`config.mk`:
```
export PLATFORM = sky130hd
export DESIGN_NAME = rx_da_filter
export DESIGN_NICKNAME = d
export VERILOG_FILES = /design/src/rtl/rx_da_filter.sv
export SDC_FILE = /design/constraint.sdc
export NUM_CORES = 1
export LEC_CHECK = 0
export ABC_AREA = 1
export BUFFER_PORTS_ARGS = -buffer_cell sky130_fd_sc_hd__buf_4
export CELL_PAD_IN_SITES_DETAIL_PLACEMENT = 2
export CELL_PAD_IN_SITES_GLOBAL_PLACEMENT = 2
export CORE_MARGIN = 2
export CORE_UTILIZATION = 30
export DETAILED_ROUTE_END_ITERATION = 10
export PLACE_DENSITY_LB_ADDON = 0.1
export SKIP_LAST_GASP = 1
export SYNTH_ARGS = -nofsm -noshare
export SYNTH_HDL_FRONTEND = slang
export SYNTH_SLANG_ARGS = --single-unit
```
`constraint.sdc`:
```
create_clock -name clk -period 2.5 [get_ports clk]
set_input_delay 0.375 -clock clk [delete_from_list [all_inputs] [get_ports clk]]
set_output_delay 0.375 -clock clk [all_outputs]
set_load 0.05 [all_outputs]
```
`src/rtl/rx_da_filter.sv`:
```
module rx_da_filter #(
  parameter int HASH_BITS = 6,
  parameter int NUM_ADDR  = 4,
  parameter int CFG_AW    = 6
) (
  input  logic              clk,
  input  logic              rst_n,
  input  logic              da_valid,
  input  logic              da_first,
  input  logic [7:0]        da_byte,
  input  logic              cfg_we,
  input  logic [CFG_AW-1:0] cfg_addr,
  input  logic [31:0]       cfg_wdata,
  output logic              verdict_valid,
  output logic              filter_hit,
  output logic              frame_pass
);

  localparam int          WSEL_W     = HASH_BITS - 5;
  localparam int          HASH_WORDS = 1 << WSEL_W;
  localparam int          HASH_BASE  = 8;
  localparam int          ADDR_BASE  = 16;
  localparam logic [31:0] POLY       = 32'hEDB88320;

  function automatic logic [31:0] crc_step(input logic [31:0] c_in, input logic [7:0] b);
    logic [31:0] c;
    c = c_in ^ {24'd0, b};
    for (int i = 0; i < 8; i++) c = c[0] ? ((c >> 1) ^ POLY) : (c >> 1);
    return c;
  endfunction

  // configuration state
  logic m_promisc, m_all_grp, m_hash_grp, m_rx_all;
  logic [31:0]         hash_tbl [HASH_WORDS];
  logic [47:0]         ent_addr [NUM_ADDR];
  logic [NUM_ADDR-1:0] ent_en;

  always_ff @(posedge clk or negedge rst_n) begin
    if (!rst_n) begin
      {m_rx_all, m_hash_grp, m_all_grp, m_promisc} <= '0;
      for (int w = 0; w < HASH_WORDS; w++) hash_tbl[w] <= '0;
      for (int k = 0; k < NUM_ADDR; k++) ent_addr[k] <= '0;
      ent_en <= '0;
    end else if (cfg_we) begin
      if (cfg_addr == '0) {m_rx_all, m_hash_grp, m_all_grp, m_promisc} <= cfg_wdata[3:0];
      for (int w = 0; w < HASH_WORDS; w++)
        if (cfg_addr == CFG_AW'(HASH_BASE + w)) hash_tbl[w] <= cfg_wdata;
      for (int k = 0; k < NUM_ADDR; k++) begin
        if (cfg_addr == CFG_AW'(ADDR_BASE + 2*k)) ent_addr[k][31:0] <= cfg_wdata;
        if (cfg_addr == CFG_AW'(ADDR_BASE + 2*k + 1)) begin
          ent_addr[k][47:32] <= cfg_wdata[15:0];
          ent_en[k]          <= cfg_wdata[31];
        end
      end
    end
  end

  // byte capture and running CRC
  logic [2:0]  cnt;
  logic [47:0] da;
  logic [31:0] crc;
  logic        fire;
  logic [2:0]  pos;
  logic        take;

  assign pos  = da_first ? 3'd0 : cnt;
  assign take = da_valid && (da_first || (cnt != 3'd0 && cnt != 3'd6));

  always_ff @(posedge clk or negedge rst_n) begin
    if (!rst_n) begin
      cnt  <= '0;
      da   <= '0;
      crc  <= '1;
      fire <= 1'b0;
    end else begin
      fire <= take && (pos == 3'd5);
      if (take) begin
        cnt                 <= pos + 3'd1;
        da[{pos, 3'b0} +: 8] <= da_byte;
        crc                 <= crc_step(da_first ? 32'hFFFF_FFFF : crc, da_byte);
      end
    end
  end

  // lookup stage
  logic [HASH_BITS-1:0] hidx;
  logic [NUM_ADDR-1:0]  ent_match;

  always_comb
    for (int j = 0; j < HASH_BITS; j++) hidx[HASH_BITS-1-j] = ~crc[j];

  for (genvar k = 0; k < NUM_ADDR; k++) begin : g_ent
    assign ent_match[k] = ent_en[k] && (ent_addr[k] == da);
  end

  logic s1_v, s1_grp, s1_bcast, s1_hash, s1_uc;

  always_ff @(posedge clk or negedge rst_n) begin
    if (!rst_n) begin
      {s1_v, s1_grp, s1_bcast, s1_hash, s1_uc} <= '0;
    end else begin
      s1_v     <= fire;
      s1_grp   <= da[0];
      s1_bcast <= &da;
      s1_hash  <= hash_tbl[hidx[HASH_BITS-1 -: WSEL_W]][hidx[4:0]];
      s1_uc    <= |ent_match;
    end
  end

  // verdict stage
  logic hit;
  assign hit = m_promisc || s1_bcast ||
               (s1_grp ? (m_all_grp || (m_hash_grp && s1_hash)) : s1_uc);

  always_ff @(posedge clk or negedge rst_n) begin
    if (!rst_n) begin
      verdict_valid <= 1'b0;
      filter_hit    <= 1'b0;
      frame_pass    <= 1'b0;
    end else begin
      verdict_valid <= s1_v;
      filter_hit    <= s1_v && hit;
      frame_pass    <= s1_v && (hit || m_rx_all);
    end
  end

  p_latency_r10: assert property (@(posedge clk) disable iff (!rst_n)
    fire |-> ##2 verdict_valid);
  p_one_pulse_r10: assert property (@(posedge clk) disable iff (!rst_n)
    verdict_valid |=> !verdict_valid);
  p_quiet_r10: assert property (@(posedge clk) disable iff (!rst_n)
    !verdict_valid |-> (!filter_hit && !frame_pass));
  p_promisc_r3: assert property (@(posedge clk) disable iff (!rst_n)
    (s1_v && m_promisc) |=> filter_hit);
  p_bcast_r6: assert property (@(posedge clk) disable iff (!rst_n)
    (s1_v && s1_bcast) |=> filter_hit);
  p_rx_all_r9: assert property (@(posedge clk) disable iff (!rst_n)
    (s1_v && m_rx_all) |=> frame_pass);
  p_pass_eq_hit_r9: assert property (@(posedge clk) disable iff (!rst_n)
    (verdict_valid && !m_rx_all && !$past(cfg_we)) |-> (frame_pass == filter_hit));

endmodule

```
==> impl_summary.txt <==
----------------------------------------------------
[Status]
  Run status ... completed

[Global route]
  Global-route wire length before repair ... 126.6 mm
  Maximum number of pins on one net before global-route repair ... 65
  Vias in the first global route ... 18,720
  GRT Util Overall ... 0.2721
  Initial antenna violation count ... 6
  Total congestion overflow ... 0

[Worst hold path]
  Worst hold path cell count ... 3
  Worst min path class ... input port to flop

[Timing]
  Pins Over Slew Limit ... 0
  Rel. slew slack ... 0.4336
  RSZ-0062 raised after global routing ... no
  FMAX ... 0.4534 GHz
  Final clock period utilization by the worst path ... 0.8823
  Minimum period implied by the final worst setup slack ... between 2 and 2.5 ns
  Slew at the pin with the worst max-slew slack ... ~0.85 ns
  Worst clock skew ... around 0.033 ns
  Hold Fails Final Rpt ... 0
  Final setup violation count ... 0
  Worst hold slack ... around 0.023 ns
  Total negative setup slack ... 0 ns

[Power and ir drop]
  P_leak ... roughly 0.011 uW
  Max IR drop VDD ... 483.9 uV
  Power per unit of standard cell area ... 1144 mW/mm^2

[Logic synthesis]
  Synthesized area ... ~0.018 mm^2
  Yosys cell types ... 44
  Post-synth top area cell ... sky130_fd_sc_hd__dfrtp_1
  Total number of yosys warnings ... 0
  Synth Register Bits ... 356
  Sequential cell area fraction in the yosys report ... 0.4894
  Yosys top cell area share ... 0.4434
  Cells after synthesis ... ~2,500
  Number of nets produced by synthesis ... 2,532
  Cell types occupying the most area after synthesis ... sky130_fd_sc_hd__dfrtp_1 44%, sky130_fd_sc_hd__nand2_1 19%, sky130_fd_sc_hd__o21ai_0 8.5%, sky130_fd_sc_hd__inv_1 5.0%, sky130_fd_sc_hd__dfstp_2 4.6%
  Mean area per synthesized cell ... 7.382 um^2

[Worst setup path]
  Reg-to-reg startpoint ... cnt[1]$_DFFE_PN0P_
  Worst Reg-to-Reg Cells ... 10
  Crit Path Category ... flop to flop
  Critical Path Sink ... da[36]$_DFFE_PN0P_
  Crit path required time ... between 2 and 3 ns
  Data arrival, critical path ... approximately 2.7 ns
  Startpoint Class ... flop
  Path length in cells of the critical path ... 10
  CP max FO ... 16
  Critical path buffer and inverter count ... 2
  End of the worst register-to-register path ... da[36]$_DFFE_PN0P_
  Reg2Reg Setup Slack ... just under 0.3 ns
  CP peak stage delay ... 0.36 ns
  Element type at the critical path end ... flop
  Ordered list of cells on the worst path ... inv_2 > nor2_4 > inv_1 > ha_1 > ha_1 > or2_0 > nor3_1 > nand2_1 > nand2_1 > o21ai_1
  Worst-path cell with the longest stage delay ... sky130_fd_sc_hd__dfrtp_1
  First element of the critical path ... cnt[1]$_DFFE_PN0P_
  Largest delay contributor family on the critical path ... simple AND/OR/NAND/NOR gates

[Clock network]
  CTS Root Buffer Type ... sky130_fd_sc_hd__clkbuf_16
  Number of buffers added by the clock tree synthesis step ... 47
  Insertion delay to the later sink of the worst-skew pair ... 0.61 ns
  Post-CTS setup buffer count ... 0
  Maximum clock insertion buffer count ... 3
  CTS tree ... done
  Number of H-tree levels ... 2
  Clock transition at the registers of the reported paths ... 0.06 ns
  TritonCTS Sinks ... 356

[Floorplanning]
  Top-level I/O count ... 54
  Die height ... 250.9 um
  Chip Width ... around 250 um
  Starting density of the core ... 0.3030
  Standard cell core area ... 0.06036 mm^2
  Row count ... 90
  Die Area ... around 0.063 mm^2

[Finish]
  Multi-input gate area in the final layout ... between 0.008 and 0.009 mm^2
  Final cell utilization of the core ... 0.3622
  Area taken by flip-flops and latches ... between 0.008 and 0.009 mm^2
  Total number of nets in the final design ... roughly 2,600
  Number of fill cells ... between 6,000 and 7,000
  Area added between synthesis and finish ... 19.54%
  Share of layout cells above drive strength 1 ... 0.1151

[Route]
  Number of DRC violations after detailed routing ... 0
  DR pass1 iterations ... 5
  Post-DRT Antenna Nets ... 0
  Initial DRC Count ... 1,044
  Routed via count ... approximately 17,000
  Final wirelength ... roughly 85 mm
  Avg WL per Cell ... between 20 and 25 um
  Routed via count divided by cell count ... 5.130

[Place]
  Half-perimeter wire length after detailed placement ... ~63 mm
  Final weighted congestion of routability-driven global placement ... between 0.9 and 1
  Port buffer count ... 53

[Flow run]
  Number of maximum-capacitance violations ... 0

----------------------------------------------------
## per-layer routing
metal	track usage	wire length (um)
met2	0.4612	40840
met5	0	0
met3	0.02847	2708
met4	0.08333	2639
met1	0.3665	38640
## state kept, by name, indices dropped and copies added (netlist names), 3 cells and up
name and count:
hash_tbl 64, ent_addr 192, crc 32, ent_en 4
cnt 3, da 48
## layout by cell type, fill, tap and decap left out, types with 2 or more instances in the layout
cell / n
sky130_fd_sc_hd__o21ai_2: 2
sky130_fd_sc_hd__nor2_2: 7
sky130_fd_sc_hd__inv_1: 244
sky130_fd_sc_hd__nor4_4: 2
sky130_fd_sc_hd__o21ai_1: 19
sky130_fd_sc_hd__nor4_1: 12
sky130_fd_sc_hd__nor2_4: 7
sky130_fd_sc_hd__buf_12: 14
sky130_fd_sc_hd__clkbuf_1: 2
sky130_fd_sc_hd__o21a_1: 2
sky130_fd_sc_hd__a21oi_1: 40
sky130_fd_sc_hd__nand2_1: 932
sky130_fd_sc_hd__xor2_1: 24
sky130_fd_sc_hd__nand3_2: 4
sky130_fd_sc_hd__nand3_1: 106
sky130_fd_sc_hd__nand2_2: 22
sky130_fd_sc_hd__inv_2: 11
sky130_fd_sc_hd__dfrtp_1: 324
sky130_fd_sc_hd__nor3_1: 5
sky130_fd_sc_hd__nand3b_1: 5
sky130_fd_sc_hd__nand2_4: 3
sky130_fd_sc_hd__bufinv_16: 7
sky130_fd_sc_hd__clkinvlp_4: 2
sky130_fd_sc_hd__clkinv_2: 15
sky130_fd_sc_hd__a31oi_1: 2
sky130_fd_sc_hd__ha_1: 4
sky130_fd_sc_hd__nor2_1: 197
sky130_fd_sc_hd__o22ai_1: 13
sky130_fd_sc_hd__xnor2_1: 43
sky130_fd_sc_hd__buf_4: 106
sky130_fd_sc_hd__o21ai_0: 310
sky130_fd_sc_hd__dfstp_2: 32
sky130_fd_sc_hd__dlygate4sd3_1: 18
sky130_fd_sc_hd__clkbuf_16: 48
sky130_fd_sc_hd__nand4_1: 8
sky130_fd_sc_hd__clkbuf_8: 10
## what timing repair did
item | 4_1_cts | 5_1_grt
setup endpoints to repair | 0 | 0
resized for setup | 0 | 0
hold buffers | 18 | 0
endpoints found under the hold margin | 53 | 0
## power breakdown
part / leakage [uW] / internal (uW) / total, uW / switching [uW]
Combinational: 0.00525 / 2740 / 8880 / 6140
Sequential: 0.00451 / 7220 / 8730 / 1510
Clock: 0.000835 / 4520 / 7400 / 2880
## worst min path at each step
stage / slack (ns) / from / to
floorplan: 0.08 / rst_n / cnt[0]$_DFFE_PN0P_
global placement: 0.34 / fire$_DFF_PN0_ / s1_v$_DFF_PN0_
detailed placement: 0.34 / fire$_DFF_PN0_ / s1_v$_DFF_PN0_
CTS: 0.002 / cfg_wdata[18] / ent_addr[162]$_DFFE_PN0P_
global route: 0.04 / cfg_wdata[29] / ent_addr[173]$_DFFE_PN0P_
finish: 0.02 / cfg_wdata[18] / ent_addr[162]$_DFFE_PN0P_
## worst min-delay path: stages
cell,delay [ns]
sky130_fd_sc_hd__buf_4,0.09
sky130_fd_sc_hd__nand2_1,0.04
sky130_fd_sc_hd__o21ai_0,0.07
## metrics by stage
step,instances,power [uW],worst slack (ns),cell area (um^2)
after floorplan,2477,13200,0.5000,18290
after global placement,3294,17320,0.2221,20000
after detailed placement,3294,17650,0.1458,20000
after CTS,3398,25230,0.2927,21860
after global routing,3398,26440,0.08798,21860
final,3399,25020,0.2943,21860
## synthesized netlist by cell type (all sizes together)
cell	instances
a211oi	1
a21boi	1
a21oi	40
a31oi	2
buf	24
clkbuf	62
clkinv	2
dfrtp	324
dfstp	32
ha	4
inv	256
nand2	957
nand3	110
nand3b	5
nand4	9
nor2	211
nor3	6
nor4	14
o211ai	1
o21a	2
o21ai	331
o22ai	13
or2	3
xnor2	43
xor2	24
## cells by family (layout without fill, tap and decap cells)
kind of cell               after synthesis  count (layout)  share of synthesized area
other                                    0               1                          0
xor gates and xnor gates                67              67                    0.03209
AOI/OAI and AO/OA                      391             391                     0.1094
and+or+nand+nor                       1315            1315                     0.2929
adders and majority gates                4               4                   0.002737
buffers and inverters                  344             483                    0.07349
DFF                                    356             356                     0.4894
## cell type report
class                           instances  area share
Antenna cell                            1   0.0001145
Clock buffer                           60     0.06159
Clock inverter                         26     0.01505
Inverter                              258     0.04447
Multi-Input combinational cell       1777      0.3665
Sequential cell                       356      0.4094
Tap cell                              782     0.04476
Timing Repair Buffer                  139     0.05815
No activity file was read; power rests on OpenSTA's default activity.
